==> src/rtl/xbus_pkg.sv <==
package xbus_pkg;

    // Field widths of one chip-select timing set
    localparam int REC_W   = 4;
    localparam int HOLD_W  = 4;
    localparam int WAIT_W  = 4;
    localparam int DELTA_W = 8;
    localparam int A2O_W   = 2;
    localparam int CNT_W   = DELTA_W;

    typedef struct packed {
        logic [REC_W-1:0]   rec;
        logic [HOLD_W-1:0]  whold;
        logic [DELTA_W-1:0] wdelta;
        logic [DELTA_W-1:0] rdelta;
        logic [WAIT_W-1:0]  wwait;
        logic [WAIT_W-1:0]  rwait;
        logic               ahold;
        logic [A2O_W-1:0]   a2o;
        logic [HOLD_W-1:0]  rhold;
    } cs_timing_t;

    // Field codes of the configuration port
    localparam logic [3:0] FLD_REC    = 4'd0;
    localparam logic [3:0] FLD_WHOLD  = 4'd1;
    localparam logic [3:0] FLD_WDELTA = 4'd2;
    localparam logic [3:0] FLD_RDELTA = 4'd3;
    localparam logic [3:0] FLD_WWAIT  = 4'd4;
    localparam logic [3:0] FLD_RWAIT  = 4'd5;
    localparam logic [3:0] FLD_AHOLD  = 4'd6;
    localparam logic [3:0] FLD_A2O    = 4'd7;
    localparam logic [3:0] FLD_RHOLD  = 4'd8;

    typedef enum logic [2:0] {
        ST_IDLE,
        ST_RECOV,
        ST_ADV,
        ST_AHOLD,
        ST_DELTA,
        ST_LEAD,
        ST_STROBE,
        ST_WHOLD
    } bus_state_e;

endpackage

==> src/rtl/xbus_cfg_bank.sv <==
module xbus_cfg_bank
    import xbus_pkg::*;
#(
    parameter int NCS = 6,
    parameter int CSW = 3
) (
    input  logic             clk,
    input  logic             rst_n,
    input  logic             cfg_we,
    input  logic [CSW-1:0]   cfg_cs,
    input  logic [3:0]       cfg_field,
    input  logic [7:0]       cfg_wdata,
    input  logic [CSW-1:0]   rd_cs,
    output cs_timing_t       rd_tim
);

    cs_timing_t bank [NCS];

    for (genvar g = 0; g < NCS; g++) begin : g_slot
        cs_timing_t slot;
        logic       hit;

        assign hit = cfg_we && (cfg_cs == CSW'(g));

        always_ff @(posedge clk or negedge rst_n) begin
            if (!rst_n) begin
                slot <= '0;
            end else if (hit) begin
                case (cfg_field)
                    FLD_REC:    slot.rec    <= cfg_wdata[REC_W-1:0];
                    FLD_WHOLD:  slot.whold  <= cfg_wdata[HOLD_W-1:0];
                    FLD_WDELTA: slot.wdelta <= cfg_wdata[DELTA_W-1:0];
                    FLD_RDELTA: slot.rdelta <= cfg_wdata[DELTA_W-1:0];
                    FLD_WWAIT:  slot.wwait  <= cfg_wdata[WAIT_W-1:0];
                    FLD_RWAIT:  slot.rwait  <= cfg_wdata[WAIT_W-1:0];
                    FLD_AHOLD:  slot.ahold  <= cfg_wdata[0];
                    FLD_A2O:    slot.a2o    <= cfg_wdata[A2O_W-1:0];
                    FLD_RHOLD:  slot.rhold  <= cfg_wdata[HOLD_W-1:0];
                    default:    ;
                endcase
            end
        end

        assign bank[g] = slot;
    end

    assign rd_tim = (int'(rd_cs) < NCS) ? bank[rd_cs] : '0;

endmodule

==> src/rtl/xbus_page_track.sv <==
module xbus_page_track #(
    parameter int CSW      = 3,
    parameter int AW       = 9,
    parameter int PAGE_LSB = 4
) (
    input  logic           clk,
    input  logic           rst_n,
    input  logic           acc,
    input  logic [CSW-1:0] acc_cs,
    input  logic [AW-1:0]  acc_addr,
    input  logic           acc_write,
    output logic           first_acc,
    output logic           need_rec
);

    localparam int PW = AW - PAGE_LSB;

    logic           have_q;
    logic           was_read_q;
    logic [CSW-1:0] cs_q;
    logic [PW-1:0]  page_q;

    always_ff @(posedge clk or negedge rst_n) begin
        if (!rst_n) begin
            have_q     <= 1'b0;
            was_read_q <= 1'b0;
            cs_q       <= '0;
            page_q     <= '0;
        end else if (acc) begin
            have_q     <= 1'b1;
            was_read_q <= !acc_write;
            cs_q       <= acc_cs;
            page_q     <= acc_addr[AW-1:PAGE_LSB];
        end
    end

    always_comb begin
        first_acc = !(have_q && (cs_q == acc_cs) &&
                      (page_q == acc_addr[AW-1:PAGE_LSB]));
        need_rec  = have_q && was_read_q && ((cs_q != acc_cs) || acc_write);
    end

endmodule

==> src/rtl/xbus_seq_fsm.sv <==
module xbus_seq_fsm
    import xbus_pkg::*;
#(
    parameter int NCS = 6,
    parameter int CSW = 3,
    parameter int AW  = 9,
    parameter int DW  = 16
) (
    input  logic            clk,
    input  logic            rst_n,
    input  logic            req_valid,
    output logic            req_ready,
    output logic            accept,
    input  logic [CSW-1:0]  req_cs,
    input  logic [AW-1:0]   req_addr,
    input  logic [DW-1:0]   req_wdata,
    input  logic            req_write,
    input  logic            req_byte,
    input  logic            first_acc,
    input  logic            need_rec,
    output logic [CSW-1:0]  cur_cs,
    input  cs_timing_t      tim,
    output logic            rd_done,
    output logic [DW-1:0]   rd_data,
    output logic [NCS-1:0]  mem_cs_n,
    output logic [AW-1:0]   mem_addr,
    output logic            mem_adv_n,
    output logic            mem_oe_n,
    output logic            mem_we_n,
    output logic [DW/8-1:0] mem_be_n,
    output logic [DW-1:0]   mem_dout,
    output logic            mem_doe,
    input  logic [DW-1:0]   mem_din
);

    localparam int NBL = DW / 8;
    localparam int LW  = (NBL > 1) ? $clog2(NBL) : 1;

    bus_state_e         state_q, state_d;
    logic [CNT_W-1:0]   cnt_q, cnt_d;
    logic [AW-1:0]      addr_q;
    logic [DW-1:0]      wdata_q;
    logic               wr_q;
    logic               byte_q;
    logic               first_q;
    logic [REC_W-1:0]   last_rec_q;
    logic               rd_end;

    // Derived phase lengths and the entry points of later phases
    logic [DELTA_W-1:0] dval;
    logic [HOLD_W-1:0]  lead;
    logic [REC_W-1:0]   rec_len;
    bus_state_e         main_st, dl_st;
    logic [CNT_W-1:0]   main_cnt, dl_cnt;
    logic               cnt_zero;

    assign req_ready = (state_q == ST_IDLE);
    assign accept    = req_valid && req_ready;
    assign cnt_zero  = (cnt_q == '0);
    assign rd_end    = (state_q == ST_STROBE) && !wr_q && cnt_zero;

    always_comb begin
        dval    = wr_q ? tim.wdelta : tim.rdelta;
        lead    = (tim.rhold > {{(HOLD_W-A2O_W){1'b0}}, tim.a2o})
                  ? tim.rhold : {{(HOLD_W-A2O_W){1'b0}}, tim.a2o};
        rec_len = (last_rec_q == '0) ? REC_W'(1) : last_rec_q;

        if (!wr_q && (lead != '0)) begin
            main_st  = ST_LEAD;
            main_cnt = CNT_W'(lead - HOLD_W'(1));
        end else begin
            main_st  = ST_STROBE;
            main_cnt = CNT_W'(wr_q ? tim.wwait : tim.rwait);
        end

        if (first_q && (dval != '0)) begin
            dl_st  = ST_DELTA;
            dl_cnt = CNT_W'(dval - DELTA_W'(1));
        end else begin
            dl_st  = main_st;
            dl_cnt = main_cnt;
        end
    end

    // Next-state logic
    always_comb begin
        state_d = state_q;
        cnt_d   = cnt_q;
        unique case (state_q)
            ST_IDLE: begin
                if (accept) begin
                    if (need_rec) begin
                        state_d = ST_RECOV;
                        cnt_d   = CNT_W'(rec_len - REC_W'(1));
                    end else begin
                        state_d = ST_ADV;
                        cnt_d   = '0;
                    end
                end
            end
            ST_RECOV: begin
                if (cnt_zero) begin
                    state_d = ST_ADV;
                end else begin
                    cnt_d = cnt_q - CNT_W'(1);
                end
            end
            ST_ADV: begin
                if (tim.ahold) begin
                    state_d = ST_AHOLD;
                    cnt_d   = '0;
                end else begin
                    state_d = dl_st;
                    cnt_d   = dl_cnt;
                end
            end
            ST_AHOLD: begin
                state_d = dl_st;
                cnt_d   = dl_cnt;
            end
            ST_DELTA: begin
                if (cnt_zero) begin
                    state_d = main_st;
                    cnt_d   = main_cnt;
                end else begin
                    cnt_d = cnt_q - CNT_W'(1);
                end
            end
            ST_LEAD: begin
                if (cnt_zero) begin
                    state_d = ST_STROBE;
                    cnt_d   = CNT_W'(tim.rwait);
                end else begin
                    cnt_d = cnt_q - CNT_W'(1);
                end
            end
            ST_STROBE: begin
                if (cnt_zero) begin
                    if (wr_q) begin
                        state_d = ST_WHOLD;
                        cnt_d   = CNT_W'(tim.whold);
                    end else begin
                        state_d = ST_IDLE;
                    end
                end else begin
                    cnt_d = cnt_q - CNT_W'(1);
                end
            end
            ST_WHOLD: begin
                if (cnt_zero) begin
                    state_d = ST_IDLE;
                end else begin
                    cnt_d = cnt_q - CNT_W'(1);
                end
            end
            default: begin
                state_d = ST_IDLE;
                cnt_d   = '0;
            end
        endcase
    end

    // State register
    always_ff @(posedge clk or negedge rst_n) begin
        if (!rst_n) begin
            state_q <= ST_IDLE;
            cnt_q   <= '0;
        end else begin
            state_q <= state_d;
            cnt_q   <= cnt_d;
        end
    end

    // Request capture, recovery memory and read return
    always_ff @(posedge clk or negedge rst_n) begin
        if (!rst_n) begin
            cur_cs     <= '0;
            addr_q     <= '0;
            wdata_q    <= '0;
            wr_q       <= 1'b0;
            byte_q     <= 1'b0;
            first_q    <= 1'b0;
            last_rec_q <= '0;
            rd_done    <= 1'b0;
            rd_data    <= '0;
        end else begin
            rd_done <= rd_end;
            if (accept) begin
                cur_cs  <= req_cs;
                addr_q  <= req_addr;
                wdata_q <= req_wdata;
                wr_q    <= req_write;
                byte_q  <= req_byte;
                first_q <= first_acc;
            end
            if (rd_end) begin
                rd_data    <= mem_din;
                last_rec_q <= tim.rec;
            end
        end
    end

    // Bus outputs decoded from the state
    always_comb begin
        logic active;
        active    = !(state_q inside {ST_IDLE, ST_RECOV});
        mem_cs_n  = '1;
        mem_be_n  = '1;
        if (active) begin
            mem_cs_n = ~(NCS'(1) << cur_cs);
            mem_be_n = byte_q ? ~(NBL'(1) << addr_q[LW-1:0]) : '0;
        end
        mem_addr  = addr_q;
        mem_dout  = wdata_q;
        mem_adv_n = (state_q != ST_ADV);
        mem_oe_n  = !((state_q == ST_STROBE) && !wr_q);
        mem_we_n  = !((state_q == ST_STROBE) && wr_q);
        mem_doe   = wr_q && ((state_q == ST_STROBE) || (state_q == ST_WHOLD));
    end

endmodule

==> src/rtl/xbus_ctrl.sv <==
module xbus_ctrl
    import xbus_pkg::*;
#(
    parameter int NCS      = 6,
    parameter int AW       = 9,
    parameter int DW       = 16,
    parameter int PAGE_LSB = 4,
    localparam int CSW     = (NCS > 1) ? $clog2(NCS) : 1
) (
    input  logic            clk,
    input  logic            rst_n,
    input  logic            cfg_we,
    input  logic [CSW-1:0]  cfg_cs,
    input  logic [3:0]      cfg_field,
    input  logic [7:0]      cfg_wdata,
    input  logic            req_valid,
    output logic            req_ready,
    input  logic [CSW-1:0]  req_cs,
    input  logic [AW-1:0]   req_addr,
    input  logic [DW-1:0]   req_wdata,
    input  logic            req_write,
    input  logic            req_byte,
    output logic            rd_done,
    output logic [DW-1:0]   rd_data,
    output logic [NCS-1:0]  mem_cs_n,
    output logic [AW-1:0]   mem_addr,
    output logic            mem_adv_n,
    output logic            mem_oe_n,
    output logic            mem_we_n,
    output logic [DW/8-1:0] mem_be_n,
    output logic [DW-1:0]   mem_dout,
    output logic            mem_doe,
    input  logic [DW-1:0]   mem_din
);

    cs_timing_t     tim;
    logic [CSW-1:0] cur_cs;
    logic           accept;
    logic           first_acc;
    logic           need_rec;

    xbus_cfg_bank #(.NCS(NCS), .CSW(CSW)) u_bank (
        .clk       (clk),
        .rst_n     (rst_n),
        .cfg_we    (cfg_we),
        .cfg_cs    (cfg_cs),
        .cfg_field (cfg_field),
        .cfg_wdata (cfg_wdata),
        .rd_cs     (cur_cs),
        .rd_tim    (tim)
    );

    xbus_page_track #(.CSW(CSW), .AW(AW), .PAGE_LSB(PAGE_LSB)) u_page (
        .clk       (clk),
        .rst_n     (rst_n),
        .acc       (accept),
        .acc_cs    (req_cs),
        .acc_addr  (req_addr),
        .acc_write (req_write),
        .first_acc (first_acc),
        .need_rec  (need_rec)
    );

    xbus_seq_fsm #(.NCS(NCS), .CSW(CSW), .AW(AW), .DW(DW)) u_fsm (
        .clk       (clk),
        .rst_n     (rst_n),
        .req_valid (req_valid),
        .req_ready (req_ready),
        .accept    (accept),
        .req_cs    (req_cs),
        .req_addr  (req_addr),
        .req_wdata (req_wdata),
        .req_write (req_write),
        .req_byte  (req_byte),
        .first_acc (first_acc),
        .need_rec  (need_rec),
        .cur_cs    (cur_cs),
        .tim       (tim),
        .rd_done   (rd_done),
        .rd_data   (rd_data),
        .mem_cs_n  (mem_cs_n),
        .mem_addr  (mem_addr),
        .mem_adv_n (mem_adv_n),
        .mem_oe_n  (mem_oe_n),
        .mem_we_n  (mem_we_n),
        .mem_be_n  (mem_be_n),
        .mem_dout  (mem_dout),
        .mem_doe   (mem_doe),
        .mem_din   (mem_din)
    );

endmodule

==> config.mk <==
export PLATFORM = sky130hd
export DESIGN_NAME = xbus_ctrl
export DESIGN_NICKNAME = d
export VERILOG_FILES = /design/src/rtl/xbus_pkg.sv /design/src/rtl/xbus_cfg_bank.sv /design/src/rtl/xbus_page_track.sv /design/src/rtl/xbus_seq_fsm.sv /design/src/rtl/xbus_ctrl.sv
export SDC_FILE = /design/constraint.sdc
export NUM_CORES = 1
export LEC_CHECK = 0
export ABC_AREA = 0
export BUFFER_PORTS_ARGS = -buffer_cell sky130_fd_sc_hd__buf_4
export CORE_ASPECT_RATIO = 1.1
export CORE_UTILIZATION = 44
export CTS_BUF_LIST = sky130_fd_sc_hd__clkbuf_8
export DETAILED_ROUTE_END_ITERATION = 6
export HOLD_SLACK_MARGIN = 0.1
export PLACE_DENSITY = 0.67
export SKIP_CTS_REPAIR_TIMING = 1
export SYNTH_ARGS = -nofsm -noshare
export SYNTH_HDL_FRONTEND = slang
export SYNTH_HIERARCHICAL = 1
export SYNTH_SLANG_ARGS = --single-unit
==> constraint.sdc <==
create_clock -name clk -period 8.1 [get_ports clk]
set_input_delay 1.62 -clock clk [delete_from_list [all_inputs] [get_ports clk]]
set_output_delay 1.62 -clock clk [all_outputs]
set_load 0.02 [all_outputs]
==> flow_metrics.env, run 1 <==
export IMPL_worst_pin_slew_ps=1020
export IMPL_netlist_area_um2=15300
export IMPL_vias_per_cell=5.69
export IMPL_yosys_warnings=6
export IMPL_dieArea_um2=35500
export IMPL_h_tree_depth=2
export IMPL_num_antenna_cells=0
export IMPL_setup_violations=0
export IMPL_final_area_um2=17500
export IMPL_yosysTopAreaCellShare_pct=50.3
export IMPL_r2r_start="u_fsm/cur_cs[2]$_DFFE_PN0P_"
export IMPL_endpoint_kind="flip-flop"
export IMPL_p_total_mw=5.36
export IMPL_arrival_ps=5560
export IMPL_final_seq_area_um2=7690
export IMPL_insertion_delay_ps=590
export IMPL_cpMaxStageDelayCell="dfrtp_4"
export IMPL_port_buffers=119
export IMPL_final_hold_violation_count=0
export IMPL_critical_path_max_fanout=51
export IMPL_cpLargestDelayFamily="compound AO/OA/AOI/OAI gates"
export IMPL_core_area_um2=34200
export IMPL_synth_flop_cell="dfrtp_1"
export IMPL_synthArstFlopShare_pct=100
export IMPL_wirelength_um=36100
export IMPL_place_area_um2=16500
export IMPL_drc=15
export IMPL_rsz0062_at_grt="no"
export IMPL_power_leakage_nw=8.34
export IMPL_gp_congestion=0.890
export IMPL_hpwl_um=23300
export IMPL_ant_nets=0
export IMPL_grt_overflow_total=0
export IMPL_fin_tns_setup_ps=0
export IMPL_grt_usage_pct=20.7
export IMPL_layout_drive_gt1_share_pct=41.1
export IMPL_most_common_layout_cells="mux2_2, dfrtp_1, buf_4, nand2_1, mux2i_1"
export IMPL_worst_clock_skew_ps=15.5
export IMPL_status="finished, violations left"
export IMPL_clock_path_buffers=3
export IMPL_grt_pass1_wl_um=58100
export IMPL_yosysSeqAreaShare_pct=50.3
export IMPL_yosysTopAreaCell="dfrtp_1"
export IMPL_cap_violations=0
export IMPL_worstHoldStart="u_bank/bank[125]$_DFFE_PN0P_"
export IMPL_synth_distinct_cells=74
export IMPL_worst_ep_required_time_ps=8600
export IMPL_path_clk_slew_ps=70
export IMPL_io_pins=120
export IMPL_wl_per_cell_um=20.2
export IMPL_cts_root_buf="clkbuf_8"
export IMPL_max_freq_ghz=0.198
export IMPL_synthCells=1213
export IMPL_fillCellCount=2982
export IMPL_grt_pass1_vias=10400
export IMPL_whs_ps=495
export IMPL_dr_pass1_iters=7
export IMPL_path_class="flip-flop to flip-flop"
export IMPL_place_inst=1701
export IMPL_crit_top_cell="nand2_1"
export IMPL_placement_rows=71
export IMPL_power_density_nw_per_um2=307
export IMPL_cts_tree="built"
export IMPL_die_y_um=197
export IMPL_hp_class="flip-flop to flip-flop"
export IMPL_crit_buf_inv=3
export IMPL_clock_sinks=307
export IMPL_synth_enable_flop_cells=0
export IMPL_multi_input_area_um2=7230
export IMPL_cp_cell_sequence="buf_4 -> mux2_2 -> nand2_1 -> o221ai_1 -> inv_1 -> ha_1 -> nor2b_1 -> o21ai_0 -> nand2_1 -> mux2i_1 -> ha_1 -> nor3b_1 -> buf_4 -> nor2_1 -> nand2_1 -> a21o_1 -> a2111o_1 -> a41oi_1"
export IMPL_synth_seq_cells=307
export IMPL_synth_avg_cell_area_um2=12.6
export IMPL_maxSlewViolCount=0
export IMPL_cts_inserted_buffers=49
export IMPL_drt_iter0_markers=694
export IMPL_min_period_over_period_pct=62.4
export IMPL_syn_nets=1287
export IMPL_yosys_top_cells_area="dfrtp_1, mux2_2, mux2i_1"
export IMPL_num_vias=10200
export IMPL_syn_to_final_growth_pct=14.3
export IMPL_grt_max_degree=126
export IMPL_max_stage_delay_ps=750
export IMPL_worstSetupStartpoint="u_fsm/cur_cs[2]$_DFFE_PN0P_"
export IMPL_num_nets_final=1388
export IMPL_violations="DRC"
export IMPL_final_min_clock_period_ps=5060
export IMPL_die_w_um=180
export IMPL_final_common_cell="mux2_2"
export IMPL_peakVddDrop_uv=150
export IMPL_antenna_found_initial=0
export IMPL_final_cell_count_no_fill=1789
export IMPL_critPathLaunchType="flip-flop"
export IMPL_initial_core_util_pct=44.7
export IMPL_relSlewSlack_pct=31.2
## logic make-up (layout without fill, tap and decap cells)
kind of cell    count (synthesis)  in the layout  synth area share (%)
flops                         307            307                  50.3
fa+ha+maj                       9              9                 0.737
compound gates                122            122                  6.22
simple gates                  239            239                  8.54
xor+xnor                       17             17                 0.974
mux                           425            425                  30.6
buf+inv                        94            232                  2.71
## synth_stat cells, types with 3 or more instances
master and instances:
o221ai_1 43, nor2b_1 7, o211ai_1 6, o31ai_1 3
mux2_2 318, nand3b_1 4, clkbuf_1 48, a21oi_1 16
nand3_1 10, mux2_1 13, nand2b_1 7, nand2_2 7
dfrtp_1 307, nor3_1 19, nor2_1 28, a31oi_1 4
nor4_1 6, and3_1 3, ha_1 9, a21o_1 3
inv_1 10, o21ai_0 15, nand2_1 112, buf_2 25
o21bai_1 3, xnor2_1 8, mux2i_1 93, xor2_1 9
nor4b_4 5, or3_1 3, buf_4 4, nor4bb_1 4
buf_1 3, and2_1 3
## power by group
| part | switching [mW] | internal, mW | leakage (nW) | total [mW] |
|---|---|---|---|---|
| sequential | 0.226 | 1.80 | 4.09 | 2.02 |
| combinational | 1.15 | 0.874 | 3.67 | 2.02 |
| clock | 0.611 | 0.703 | 0.575 | 1.31 |
| total | 1.99 | 3.37 | 8.34 | 5.36 |
## worst register-to-register path, cell delays in order (launching register included)
cell and delay [ps]:
dfrtp_4 750, buf_4 720, mux2_2 470, nand2_1 60, o221ai_1 170, inv_1 140, ha_1 240, nor2b_1 130
o21ai_0 260, nand2_1 190, mux2i_1 180, ha_1 250, nor3b_1 140, buf_4 210, nor2_1 200, nand2_1 80
a21o_1 180, a2111o_1 400, a41oi_1 200
## layout make-up
class	instances	share of cell area [%]
Clock buffer	57	4.49
Clock inverter	31	1.05
Inverter	12	0.258
Multi-Input combinational cell	812	41.4
Sequential cell	307	44.0
Tap cell	438	3.14
Timing Repair Buffer	132	5.71
## state kept, by name (all words and copies together), names as in the netlist, 3 cells and up
name and count:
u_fsm/state_q 3, u_page/cs_q 3, u_fsm/mem_addr 9, u_bank/bank 234, u_page/page_q 5, u_fsm/mem_dout 16, u_fsm/last_rec_q 4, u_fsm/rd_data 16
u_fsm/cur_cs 3, u_fsm/cnt_q 8
## path summary, 6_finish.rpt
path                       slack, ps                            to  depth (start not counted)
setup / recovery                3040    u_fsm/cnt_q[2]$_DFFE_PN0P_                         18
max in group asynchronous       5380   u_fsm/cur_cs[2]$_DFFE_PN0P_                          2
hold reg to reg                  490  u_bank/bank[125]$_DFFE_PN0P_                          1
hold / removal                   490  u_bank/bank[125]$_DFFE_PN0P_                          1
min in group asynchronous       1080   u_bank/bank[61]$_DFFE_PN0P_                          1
setup reg to reg                3040    u_fsm/cnt_q[2]$_DFFE_PN0P_                         18
## per-stage QoR
stage	worst slack (ps)	util, %
after floorplan	4090	-
after global placement	3210	48.3
after detailed placement	3110	48.3
after CTS	3080	51.1
after global routing	2800	51.1
final	3040	51.1
## metal layers
layer	part of all wire, %	global-route usage (%)	wire, um	vias up
met3	5.1	3.52	1830	44
met5	0	0	0	-
met1	46	28.1	16500	5171
li1	-	-	-	4667
met4	1.8	6.19	651	0
met2	47	33.8	17100	294
(Power assumes the default switching activity.)
==> run 2, diff against run 1 <==
Settings changed: PLACE_DENSITY 0.67 to 0.69.
Clock period 8.1 ns to 4.6 ns, I/O delays scaled along.
==> flow_metrics.env, run 2 (same netlist as run 1, synthesis figures left out) <==
export IMPL_status="finished, violations left"
export IMPL_violations="DRC"
export IMPL_power_leakage_nw=8.42
export IMPL_cp_cell_sequence="nand2b_1 -> buf_4 -> o221ai_1 -> inv_1 -> ha_1 -> nand2_1 -> o21ai_0 -> nand2_1 -> mux2i_1 -> ha_1 -> nor2_1 -> and3_1 -> a221oi_4 -> or4_1 -> o311ai_1 -> a22o_1"
export IMPL_rsz0062_at_grt="no"
export IMPL_wirelength_met1_um=16100
export IMPL_layout_drive_gt1_share_pct=41.9
export IMPL_p_total_mw=9.70
export IMPL_drc=17
export IMPL_die_w_um=180
export IMPL_path_clk_slew_ps=60
export IMPL_clock_sinks=307
export IMPL_ant_nets=0
export IMPL_clock_path_buffers=3
export IMPL_largest_reg_flops=234
export IMPL_worst_ep_required_time_ps=5070
export IMPL_final_area_um2=17700
export IMPL_drt_iter0_markers=705
export IMPL_wirelength_um=35700
export IMPL_top_layer="met4"
export IMPL_final_hold_violation_count=0
export IMPL_gp_congestion=0.869
export IMPL_rr_worst_depth=16
export IMPL_num_nets_final=1398
export IMPL_core_area_um2=34200
export IMPL_met3_length_um=2020
export IMPL_final_min_clock_period_ps=4160
export IMPL_place_area_um2=16600
export IMPL_pre_cts_ws_ps=485
export IMPL_route_met2_wl_um=16800
export IMPL_grt_pass1_wl_um=57500
export IMPL_maxSlewViolCount=0
export IMPL_dr_pass1_iters=7
export IMPL_placement_rows=71
export IMPL_crit_buf_inv=2
export IMPL_critPathLaunchType="flip-flop"
export IMPL_hp_class="primary input to asynchronous set/reset pin"
export IMPL_endpoint_kind="flip-flop"
export IMPL_die_y_um=197
export IMPL_setup_violations=0
export IMPL_grt_max_degree=100
export IMPL_max_stage_delay_ps=580
export IMPL_num_antenna_cells=0
export IMPL_worst_clock_skew_ps=11.9
export IMPL_grt_usage_pct=20.4
export IMPL_cpLargestDelayFamily="compound AO/OA/AOI/OAI gates"
export IMPL_fin_tns_setup_ps=0
export IMPL_cts_root_buf="clkbuf_8"
export IMPL_peakVddDrop_uv=245
export IMPL_final_cell_count_no_fill=1798
export IMPL_max_freq_ghz=0.241
export IMPL_h_tree_depth=2
export IMPL_most_common_layout_cells="mux2_2, dfrtp_1, buf_4, nand2_1, mux2i_1"
export IMPL_io_pins=120
export IMPL_grt_overflow_total=0
export IMPL_antenna_found_initial=0
export IMPL_min_period_over_period_pct=90.4
export IMPL_port_buffers=119
export IMPL_cts_inserted_buffers=49
export IMPL_dieArea_um2=35500
export IMPL_grt_pass1_vias=10500
export IMPL_syn_to_final_growth_pct=15.7
export IMPL_final_common_cell="mux2_2"
export IMPL_relSlewSlack_pct=22.9
export IMPL_hpwl_um=23600
export IMPL_initial_core_util_pct=44.7
export IMPL_place_inst=1711
export IMPL_fillCellCount=2902
export IMPL_power_density_nw_per_um2=549
export IMPL_critical_path_max_fanout=20
export IMPL_worst_pin_slew_ps=1140
export IMPL_arrival_ps=4630
export IMPL_path_class="flip-flop to flip-flop"
export IMPL_insertion_delay_ps=580
export IMPL_worst_path_stages=16
export IMPL_wl_per_cell_um=19.8
export IMPL_cts_tree="built"
export IMPL_utilization_pct=51.7
export IMPL_cap_violations=0
export IMPL_vias_per_cell=5.68
export IMPL_setup_slack_ps=443
export IMPL_num_vias=10200
export IMPL_cpMaxStageDelayCell="dfrtp_4"
export IMPL_whs_ps=383
-- run 2: cell types whose count changed in the layout (fill, tap and decap cells not counted), sizes merged --
cell / before / now
inv: 29 / 25
bufinv: 2 / 3
clkbuf: 57 / 65
clkinv: 11 / 5
buf: 132 / 142
-- run 2: worst paths after layout --
kind / slack, ps / start / to
worst max-delay path: 440 / u_fsm/cur_cs[2]$_DFFE_PN0P_ / u_fsm/cnt_q[7]$_DFFE_PN0P_
min in group clk: 490 / u_bank/bank[148]$_DFFE_PN0P_ / u_bank/bank[148]$_DFFE_PN0P_
worst max register to register: 440 / u_fsm/cur_cs[2]$_DFFE_PN0P_ / u_fsm/cnt_q[7]$_DFFE_PN0P_
max in group asynchronous: 3230 / rst_n / u_bank/bank[34]$_DFFE_PN0P_
worst min register to register: 490 / u_bank/bank[148]$_DFFE_PN0P_ / u_bank/bank[148]$_DFFE_PN0P_
worst min-delay path: 380 / rst_n / u_bank/bank[177]$_DFFE_PN0P_
-- run 2: area by class of cell --
| cell class | instances | area [um2] | area share (%) |
|---|---|---|---|
| inverters | 12 | 45.0 | 0.255 |
| multi-input cells | 812 | 7230 | 40.9 |
| repair buffers | 142 | 1100 | 6.21 |
| well taps | 438 | 548 | 3.10 |
| clock buffers | 65 | 895 | 5.06 |
| clock inverters | 22 | 179 | 1.01 |
| flip-flops and latches | 307 | 7690 | 43.5 |
-- run 2: per-layer routing --
| metal | vias to the layer above | track usage, % |
|---|---|---|
| met4 | 0 | 6.58 |
| met5 | - | 0 |
| met3 | 57 | 4.07 |
| met1 | 5153 | 27.3 |
| li1 | 4702 | - |
| met2 | 294 | 33.3 |
-- run 2: worst reg2reg max path, cell delays in order, from the launching register on --
cell and delay (ps):
dfrtp_4 580, nand2b_1 250, buf_4 250, o221ai_1 400
inv_1 110, ha_1 310, nand2_1 60, o21ai_0 120
nand2_1 180, mux2i_1 310, ha_1 210, nor2_1 50
and3_1 270, a221oi_4 440, or4_1 180, o311ai_1 100
a22o_1 240
-- run 2: power breakdown --
| group | switching, mW | internal [mW] |
|---|---|---|
| Combinational | 2.05 | 1.60 |
| Sequential | 0.395 | 3.16 |
| Clock | 1.06 | 1.43 |
| Total | 3.51 | 6.19 |
